### src/rtl/spwm_pkg.sv
package spwm_pkg;
  typedef enum logic [1:0] {
    OM_COMP     = 2'd0,
    OM_INPHASE  = 2'd1,
    OM_POSONLY  = 2'd2,
    OM_COMP_INV = 2'd3
  } out_mode_e;
endpackage

### src/rtl/spwm_timebase.sv
module spwm_timebase
  import spwm_pkg::*;
#(
  parameter int CW  = 16,
  parameter int NCH = 6,
  parameter int DTW = 4
) (
  input  logic               clk,
  input  logic               rst_n,
  input  logic               tick,
  input  logic               run,
  input  logic [CW-1:0]      period_in,
  input  logic [NCH*CW-1:0]  duty_in,
  input  logic [DTW-1:0]     dead_in,
  input  logic [1:0]         mode_in,
  output logic [CW-1:0]      cnt,
  output logic [NCH*CW-1:0]  duty_act,
  output logic [DTW-1:0]     dead_act,
  output out_mode_e          mode_act,
  output logic               period_end
);
  logic [CW-1:0]     cnt_q, cnt_d, per_q, per_d;
  logic [NCH*CW-1:0] duty_q, duty_d;
  logic [DTW-1:0]    dead_q, dead_d;
  out_mode_e         mode_q, mode_d;
  logic              pe_q, pe_d;
  logic              at_top, wrap, load;

  assign at_top = (cnt_q == per_q);
  assign wrap   = run & tick & at_top;
  assign load   = wrap | ~run;

  always_comb begin
    cnt_d = cnt_q;
    if (!run)
      cnt_d = '0;
    else if (tick)
      cnt_d = at_top ? '0 : cnt_q + 1'b1;
    pe_d   = wrap;
    per_d  = load ? period_in : per_q;
    duty_d = load ? duty_in : duty_q;
    dead_d = load ? dead_in : dead_q;
    mode_d = load ? out_mode_e'(mode_in) : mode_q;
  end

  always_ff @(posedge clk or negedge rst_n) begin
    if (!rst_n) begin
      cnt_q  <= '0;
      per_q  <= '0;
      duty_q <= '0;
      dead_q <= '0;
      mode_q <= OM_COMP;
      pe_q   <= 1'b0;
    end else begin
      cnt_q  <= cnt_d;
      per_q  <= per_d;
      duty_q <= duty_d;
      dead_q <= dead_d;
      mode_q <= mode_d;
      pe_q   <= pe_d;
    end
  end

  assign cnt        = cnt_q;
  assign duty_act   = duty_q;
  assign dead_act   = dead_q;
  assign mode_act   = mode_q;
  assign period_end = pe_q;

  // count never passes the active period
  p_cnt_bound_r2: assert property (@(posedge clk) disable iff (!rst_n)
    cnt_q <= per_q);
  // no tick, no count
  p_tick_hold_r2: assert property (@(posedge clk) disable iff (!rst_n)
    (run && !tick) |=> $stable(cnt_q));
  // the end pulse coincides with a zero count
  p_pe_zero_r3: assert property (@(posedge clk) disable iff (!rst_n)
    pe_q |-> (cnt_q == '0));
  // active set is frozen away from a wrap
  p_shadow_hold_r4: assert property (@(posedge clk) disable iff (!rst_n)
    (run && !(tick && at_top)) |=> ($stable(per_q) && $stable(duty_q) && $stable(dead_q)));
endmodule

### src/rtl/spwm_cmp.sv
module spwm_cmp #(
  parameter int CW = 16
) (
  input  logic          clk,
  input  logic          rst_n,
  input  logic          run,
  input  logic [CW-1:0] cnt,
  input  logic [CW-1:0] duty,
  output logic          lvl
);
  logic lvl_q, lvl_d;

  always_comb lvl_d = run & (cnt < duty);

  always_ff @(posedge clk or negedge rst_n) begin
    if (!rst_n) lvl_q <= 1'b0;
    else        lvl_q <= lvl_d;
  end

  assign lvl = lvl_q;

  // zero duty never produces a high level
  p_zero_duty_r5: assert property (@(posedge clk) disable iff (!rst_n)
    (duty == '0) |=> !lvl_q);
endmodule

### src/rtl/spwm_deadband.sv
module spwm_deadband
  import spwm_pkg::*;
#(
  parameter int DTW = 4
) (
  input  logic           clk,
  input  logic           rst_n,
  input  logic           tick,
  input  logic           run,
  input  logic           lvl,
  input  logic [DTW-1:0] dead,
  input  out_mode_e      mode,
  output logic           pos,
  output logic           neg
);
  localparam logic [DTW-1:0] AGE_MAX = {DTW{1'b1}};

  logic [DTW-1:0] age_q, age_d;
  logic           last_q;
  logic           pos_q, neg_q, pos_d, neg_d;
  logic           settled;

  always_comb begin
    if (lvl != last_q)
      age_d = '0;
    else if (tick && (age_q != AGE_MAX))
      age_d = age_q + 1'b1;
    else
      age_d = age_q;
    settled = (age_d >= dead);
    unique case (mode)
      OM_COMP: begin
        pos_d = lvl & settled;
        neg_d = ~lvl & settled;
      end
      OM_INPHASE: begin
        pos_d = lvl;
        neg_d = lvl;
      end
      OM_POSONLY: begin
        pos_d = lvl;
        neg_d = 1'b0;
      end
      default: begin
        pos_d = ~(lvl & settled);
        neg_d = ~(~lvl & settled);
      end
    endcase
    pos_d = pos_d & run;
    neg_d = neg_d & run;
  end

  always_ff @(posedge clk or negedge rst_n) begin
    if (!rst_n) begin
      age_q  <= '0;
      last_q <= 1'b0;
      pos_q  <= 1'b0;
      neg_q  <= 1'b0;
    end else begin
      age_q  <= age_d;
      last_q <= lvl;
      pos_q  <= pos_d;
      neg_q  <= neg_d;
    end
  end

  assign pos = pos_q;
  assign neg = neg_q;

  // complementary pair never high together
  p_no_overlap_r6: assert property (@(posedge clk) disable iff (!rst_n)
    ($past(run) && $past(mode) == OM_COMP) |-> !(pos_q && neg_q));
  // inverted pair never low together
  p_inv_no_gap_r7: assert property (@(posedge clk) disable iff (!rst_n)
    ($past(run) && $past(mode) == OM_COMP_INV) |-> (pos_q || neg_q));
  // positive-only mode keeps the negative line low
  p_posonly_r8: assert property (@(posedge clk) disable iff (!rst_n)
    ($past(mode) == OM_POSONLY) |-> !neg_q);
endmodule

### src/rtl/shared_pwm_bank.sv
module shared_pwm_bank
  import spwm_pkg::*;
#(
  parameter int CW  = 16,
  parameter int NCH = 6,
  parameter int DTW = 4
) (
  input  logic              clk,
  input  logic              rst_n,
  input  logic              tick,
  input  logic              run,
  input  logic [CW-1:0]     period_in,
  input  logic [NCH*CW-1:0] duty_in,
  input  logic [DTW-1:0]    dead_in,
  input  logic [1:0]        mode_in,
  output logic              ch0_p,
  output logic              ch0_n,
  output logic [NCH-2:0]    ch_aux,
  output logic              period_end
);
  localparam int NAUX = NCH - 1;

  logic [1:0]        rst_sync;
  logic              rst_i_n;
  logic [CW-1:0]     cnt;
  logic [NCH*CW-1:0] duty_act;
  logic [DTW-1:0]    dead_act;
  out_mode_e         mode_act;
  logic [NCH-1:0]    lvl;
  logic [NAUX-1:0]   aux_q, aux_d;

  always_ff @(posedge clk or negedge rst_n) begin
    if (!rst_n) rst_sync <= 2'b00;
    else        rst_sync <= {rst_sync[0], 1'b1};
  end
  assign rst_i_n = rst_sync[1];

  spwm_timebase #(.CW(CW), .NCH(NCH), .DTW(DTW)) u_tb (
    .clk(clk), .rst_n(rst_i_n), .tick(tick), .run(run),
    .period_in(period_in), .duty_in(duty_in), .dead_in(dead_in),
    .mode_in(mode_in), .cnt(cnt), .duty_act(duty_act),
    .dead_act(dead_act), .mode_act(mode_act), .period_end(period_end)
  );

  for (genvar g = 0; g < NCH; g++) begin : g_ch
    spwm_cmp #(.CW(CW)) u_cmp (
      .clk(clk), .rst_n(rst_i_n), .run(run), .cnt(cnt),
      .duty(duty_act[g*CW +: CW]), .lvl(lvl[g])
    );
  end

  spwm_deadband #(.DTW(DTW)) u_db (
    .clk(clk), .rst_n(rst_i_n), .tick(tick), .run(run), .lvl(lvl[0]),
    .dead(dead_act), .mode(mode_act), .pos(ch0_p), .neg(ch0_n)
  );

  always_comb aux_d = run ? lvl[NCH-1:1] : '0;

  always_ff @(posedge clk or negedge rst_i_n) begin
    if (!rst_i_n) aux_q <= '0;
    else          aux_q <= aux_d;
  end
  assign ch_aux = aux_q;

  // dropping run clears every output at the next edge
  p_idle_low_r9: assert property (@(posedge clk) disable iff (!rst_i_n)
    !run |=> (!ch0_p && !ch0_n && ch_aux == '0 && !period_end));
endmodule

### config.mk
export PLATFORM = sky130hd
export DESIGN_NAME = shared_pwm_bank
export DESIGN_NICKNAME = d
export VERILOG_FILES = /design/src/rtl/spwm_pkg.sv /design/src/rtl/spwm_timebase.sv /design/src/rtl/spwm_cmp.sv /design/src/rtl/spwm_deadband.sv /design/src/rtl/shared_pwm_bank.sv
export SDC_FILE = /design/constraint.sdc
export NUM_CORES = 1
export LEC_CHECK = 0
export ABC_CLOCK_PERIOD_IN_PS = 4600
export BUFFER_PORTS_ARGS = -buffer_cell sky130_fd_sc_hd__buf_2
export CAP_MARGIN = 20
export CORE_AREA = 8 8 120 232
export CTS_BUF_LIST = sky130_fd_sc_hd__clkbuf_8
export DETAILED_ROUTE_END_ITERATION = 16
export DIE_AREA = 0 0 128 240
export HOLD_SLACK_MARGIN = 0.02
export SLEW_MARGIN = 20
export SYNTH_ARGS = -nofsm -noshare
export SYNTH_HDL_FRONTEND = slang
export SYNTH_HIERARCHICAL = 1
export SYNTH_SLANG_ARGS = --single-unit
### constraint.sdc
create_clock -name clk -period 4.6 [get_ports clk]
set_input_delay 0.46 -clock clk [delete_from_list [all_inputs] [get_ports clk]]
set_output_delay 0.46 -clock clk [all_outputs]
set_load 0.02 [all_outputs]
==> results <==
- The critical path start-end classification is reg -> reg.
- The finished layout holds 1,253 standard cells, fillers aside.
- The run finished with clean final reports.
- Summing every instance area after synthesis gives 8710 µm².
- The number of DRC markers after the initial detailed-route iteration is a little over 300.
- Yosys mapped the design onto 49 distinct sky130hd cell types.
- The average wire per standard cell is 17.4 µm.
- Yosys mapped a number of flops with a built-in enable equal to 0.
- The number of setup violations in the final report is 0.
- From synthesis to final layout, the design area changed by 16.5%.
- The power share of the sequential group is 0.512.
- From bottom edge to top edge, the die measures 240 µm.
- The final weighted congestion of routability-driven global placement is 0.814.
- STA puts the critical path data arrival time at 3.38 ns.
- The final layout contains approximately 1,100 nets.
- For the pin with the worst max-slew slack, the measured transition is 0.750 ns.
- The cell with the biggest individual delay on the critical path is dfrtp_1.
- The via count is 6,298.
- In this run the power spent charging and discharging nets is 0.815 mW.
- The number of diodes added for antenna fixing is 0.
- The largest delay contributor family on the critical path is flip-flops.
- Max-cap violations in this run came to 0.
- Setup total negative slack on the finished layout was measured at 0 ns.
- The first detailed-routing pass ran for 4 iterations.
- The cell area after placement is 9720 µm².
- The sequential share of the synthesized area is 0.445.
- Of the available clock period, the critical path in the final layout requires 0.660.
- Across the whole layout, storage elements account for 3880 µm².
- STA classifies the critical path endpoint as a flop.
- The min-delay analysis places its worst path in the category in -> reg.
- Once placement completed, the tool counted placed cells totaling 1,220.
- The post-detailed-route count of antenna-violating nets is 0.
- The core region is between 20,000 and 25,000 µm².
- The cell internal power dissipation is around 2.2 mW.
- The number of clock buffers inserted by TritonCTS is 17.
- Of the total power, the clock network draws 0.342.
- From left edge to right edge, the die measures 128 µm.
- The switching part of the total is 0.268.
- The via count of the first global-routing pass is 6,743.
- The critical path capture point is u_tb/duty_act[59]$_DFFE_PN0P_.
- The critical path crosses 6 cells after its start point.
- The gate count of the mapped netlist is approximately 770.
- The reg-to-reg endpoint is u_tb/duty_act[59]$_DFFE_PN0P_.
- The pin count of the biggest net entering global routing is 93.
- The first-pass GRT wire length is 35,600 µm.
- The share of total power dissipated in combinational logic is 0.147.
- The finished cells cover 10,200 µm².
- For this run, the leading register cell type out of synthesis is dfrtp_1.
- The data required time at the worst endpoint is 4.95 ns.
- The maximum count of clock buffers along a single path is 2.
- Measured on the finished design, the core utilization comes to 0.409.
- The cell sitting at the root of the clock tree is a clkbuf_8.
- On the final layout, the worst clock skew is 0.0125 ns.
- The multi-input combinational cells in the finished layout cover a total of 4350 µm².
- The Yosys step of the flow raised 6 warnings.
- The critical path goes through xnor2_1, nand4_1, or4_4, o21ai_4, buf_12, mux2_2.
- The slack of the worst reg-to-reg path is between 1.5 and 2 ns.
- Of the cells placed in the final design, the portion with a size suffix greater than 1 is 0.298.
- The HPWL after detailed placement is 15,800 µm.
- The delay of the slowest cell on the worst path is just over 0.8 ns.
- The clock-pin slew on the worst setup and hold paths is 0.09 ns.
- Counting both buffers and inverters, the worst setup path holds a total of 1.
- The I/O pin count is 130.
- The clock latency on the worst-skew pair is 0.46 ns.
- After layout, the minimum clock period comes to 3.03 ns.
- In this run the tightest slew margin relative to its limit is 0.499.
- In this run the static leakage power is 4.94 nW.
- The DRC violation count after routing is 0.
- The maximum clock rate is 0.330 GHz.
- The worst setup path is launched from a flop.
- The number of H-tree branching levels is 4.
- Of all nets on the critical path, the largest fanout is 92.
- The global-route usage over all layers is 0.149.
- The number of nets produced by synthesis is about 1,000.
- In the synthesized netlist the async set-or-reset flop fraction comes to 1.00.
- TritonCTS built the clock tree.
- In this run the power density over the cells is ~300 nW/µm².
- In this run, synthesis produced a sequential element count of 155.
- The launching instance or port of the critical path is u_tb/cnt[6]$_DFFE_PN0P_.
- The number of antenna violations at the first check in global routing is 0.
- The tree built by TritonCTS fans out to around 160 sinks.
- The area enclosed by the die boundary is 30,700 µm².
- The average instance in the mapped netlist occupies 11.3 µm².
- The total of buffers placed on input and output ports is 129.
- The maximum VDD drop is ~0.14 mV.
- Wires add up to 21,800 µm.
- The starting density of the core is 0.351.
- After filler insertion, the fill cell instance count of the layout stands at 2,460.
- The final count of hold timing violations is 0.
- Setup repair after global routing left no endpoint under its margin.
- The total overflow left after global routing is 0.
- The worst register-to-register path begins at u_tb/cnt[6]$_DFFE_PN0P_.
- The number of rows created at floorplan is 82.
- Measured in cells, the most critical reg-to-reg path has a length of 6.
- The max-slew violation total from the final report is 0.
- Using the TritonRoute via totals, the vias-per-cell ratio works out to 5.03.
-- through the flow --
stage               hold WS [ns]  worst slack (ns)  power (mW)
floorplan                  0.164              2.03        1.87
global placement           0.247              1.61        2.01
detailed placement         0.253              1.57        2.04
CTS                        0.172              1.53        3.10
global route               0.184              1.44        3.22
finish                     0.216              1.57        3.05
-- layout make-up --
| class | instances | share of cell area |
|---|---|---|
| timing repair buffer | 135 | 0.0727 |
| inverter | 99 | 0.0366 |
| clock buffer | 20 | 0.0271 |
| clock inverter | 11 | 0.0118 |
| tap | 336 | 0.0414 |
| multi-input combinational | 497 | 0.428 |
| sequential | 155 | 0.382 |
-- layout by cell type, fill, tap and decap left out, drive strengths merged, types with 3 or more instances in the layout --
master	synthesis	routed
xor2	4	4
or3	3	3
nor2b	14	14
and2	6	6
clkbuf	10	20
dfrtp	155	155
o31ai	7	7
o2111a	6	6
a2111oi	8	8
mux2	118	118
xnor2	16	16
nand3	16	16
nand4	18	18
and3	4	4
and4	13	13
nor4	3	3
clkinvlp	0	4
inv	99	103
nor2	13	13
ha	99	99
a21oi	44	44
a31o	4	4
or2	3	3
buf	13	134
nand2	25	25
or4	12	12
nand2b	8	8
o21ai	33	33
-- kinds of logic (layout without fill, tap and decap cells) --
group	count (synthesis)	count (layout)	synth area share
other	1	1	0.000430
muxes	119	119	0.154
and+or+nand+nor	143	143	0.0968
AOI/OAI and AO/OA	115	115	0.0856
adders and majority gates	99	99	0.142
buffers and inverters	122	265	0.0561
DFF	155	155	0.445
xor gates and xnor gates	20	20	0.0201
-- power by group through the flow --
| stage | Sequential, mW | Combinational (mW) | Clock [mW] |
|---|---|---|---|
| detailed placement | 1.60 | 0.438 | 0 |
| global placement | 1.59 | 0.418 | 0 |
| floorplan | 1.58 | 0.294 | 0 |
| finish | 1.56 | 0.447 | 1.04 |
| global route | 1.58 | 0.506 | 1.14 |
| CTS | 1.57 | 0.441 | 1.09 |
-- how the worst min path moves through the flow --
| stage | slack (ns) | startpoint | cells past startpoint | to |
|---|---|---|---|---|
| 3_5_place_dp | 0.25 | rst_n | 1 | rst_sync[0]$_DFF_PN0_ |
| 2_1_floorplan | 0.16 | rst_n | 0 | rst_sync[0]$_DFF_PN0_ |
| 3_3_place_gp | 0.25 | rst_n | 1 | rst_sync[0]$_DFF_PN0_ |
| 6_report | 0.22 | period_in[3] | 2 | u_tb/per_q[3]$_DFFE_PN0P_ |
| 5_1_grt | 0.18 | duty_in[94] | 2 | u_tb/duty_act[94]$_DFFE_PN0P_ |
| 4_1_cts | 0.17 | period_in[3] | 2 | u_tb/per_q[3]$_DFFE_PN0P_ |
-- timing repair --
action	in CTS	in global routing
setup buffers	0	0
resized for setup	0	0
hold buffers	1	0
endpoints found under the hold margin	2	0
endpoints found under the setup margin	0	0
-- metal layers --
| layer | up-vias | part of all wire | track usage |
|---|---|---|---|
| met5 | - | 0 | 0 |
| met4 | 0 | 0.017 | 0.0595 |
| met3 | 22 | 0.055 | 0.0331 |
| met2 | 194 | 0.48 | 0.246 |
| met1 | 3069 | 0.45 | 0.184 |
| li1 | 3013 | - | - |
-- Yosys cell counts (2+ instances only) --
| master | number | share of area |
|---|---|---|
| or2_2 | 3 | 0.0022 |
| o2111a_1 | 6 | 0.0078 |
| and3_1 | 4 | 0.0029 |
| and2_1 | 6 | 0.0043 |
| nor4_1 | 3 | 0.0022 |
| inv_1 | 99 | 0.043 |
| and4_1 | 13 | 0.013 |
| buf_6 | 2 | 0.0026 |
| xnor2_1 | 16 | 0.016 |
| a2111oi_0 | 7 | 0.0070 |
| o31ai_1 | 7 | 0.0060 |
| o311ai_0 | 2 | 0.0020 |
| nand2_1 | 25 | 0.011 |
| a21oi_1 | 44 | 0.025 |
| nand3_1 | 16 | 0.0092 |
| buf_2 | 10 | 0.0057 |
| a31o_2 | 4 | 0.0040 |
| dfrtp_1 | 155 | 0.45 |
| nor2_1 | 13 | 0.0056 |
| o21ai_0 | 25 | 0.014 |
| clkbuf_1 | 10 | 0.0043 |
| ha_1 | 99 | 0.14 |
| nor3_1 | 2 | 0.0011 |
| nand2b_1 | 7 | 0.0050 |
| or3_1 | 3 | 0.0022 |
| nor4b_1 | 2 | 0.0020 |
| o21a_1 | 2 | 0.0017 |
| nand4_1 | 18 | 0.013 |
| o211ai_1 | 2 | 0.0017 |
| a31oi_1 | 2 | 0.0014 |
| mux2_1 | 20 | 0.026 |
| nor2b_1 | 14 | 0.010 |
| mux2_2 | 98 | 0.13 |
| xor2_1 | 4 | 0.0040 |
| o21ai_1 | 7 | 0.0040 |
| or4_1 | 11 | 0.0095 |
-- registers in the layout, summed over array words and instances (netlist names) --
register and count:
u_db/neg 1, ch_aux 5, u_db/age_q 4, u_tb/duty_act 96, rst_sync 2, u_tb/mode_act 2
u_tb/cnt 16, u_db/last_q 1, g_ch.u_cmp/lvl 6, u_tb/period_end 1, u_db/pos 1, u_tb/per_q 16
u_tb/dead_act 4
Note: power is estimated with default switching activity, not from simulation.
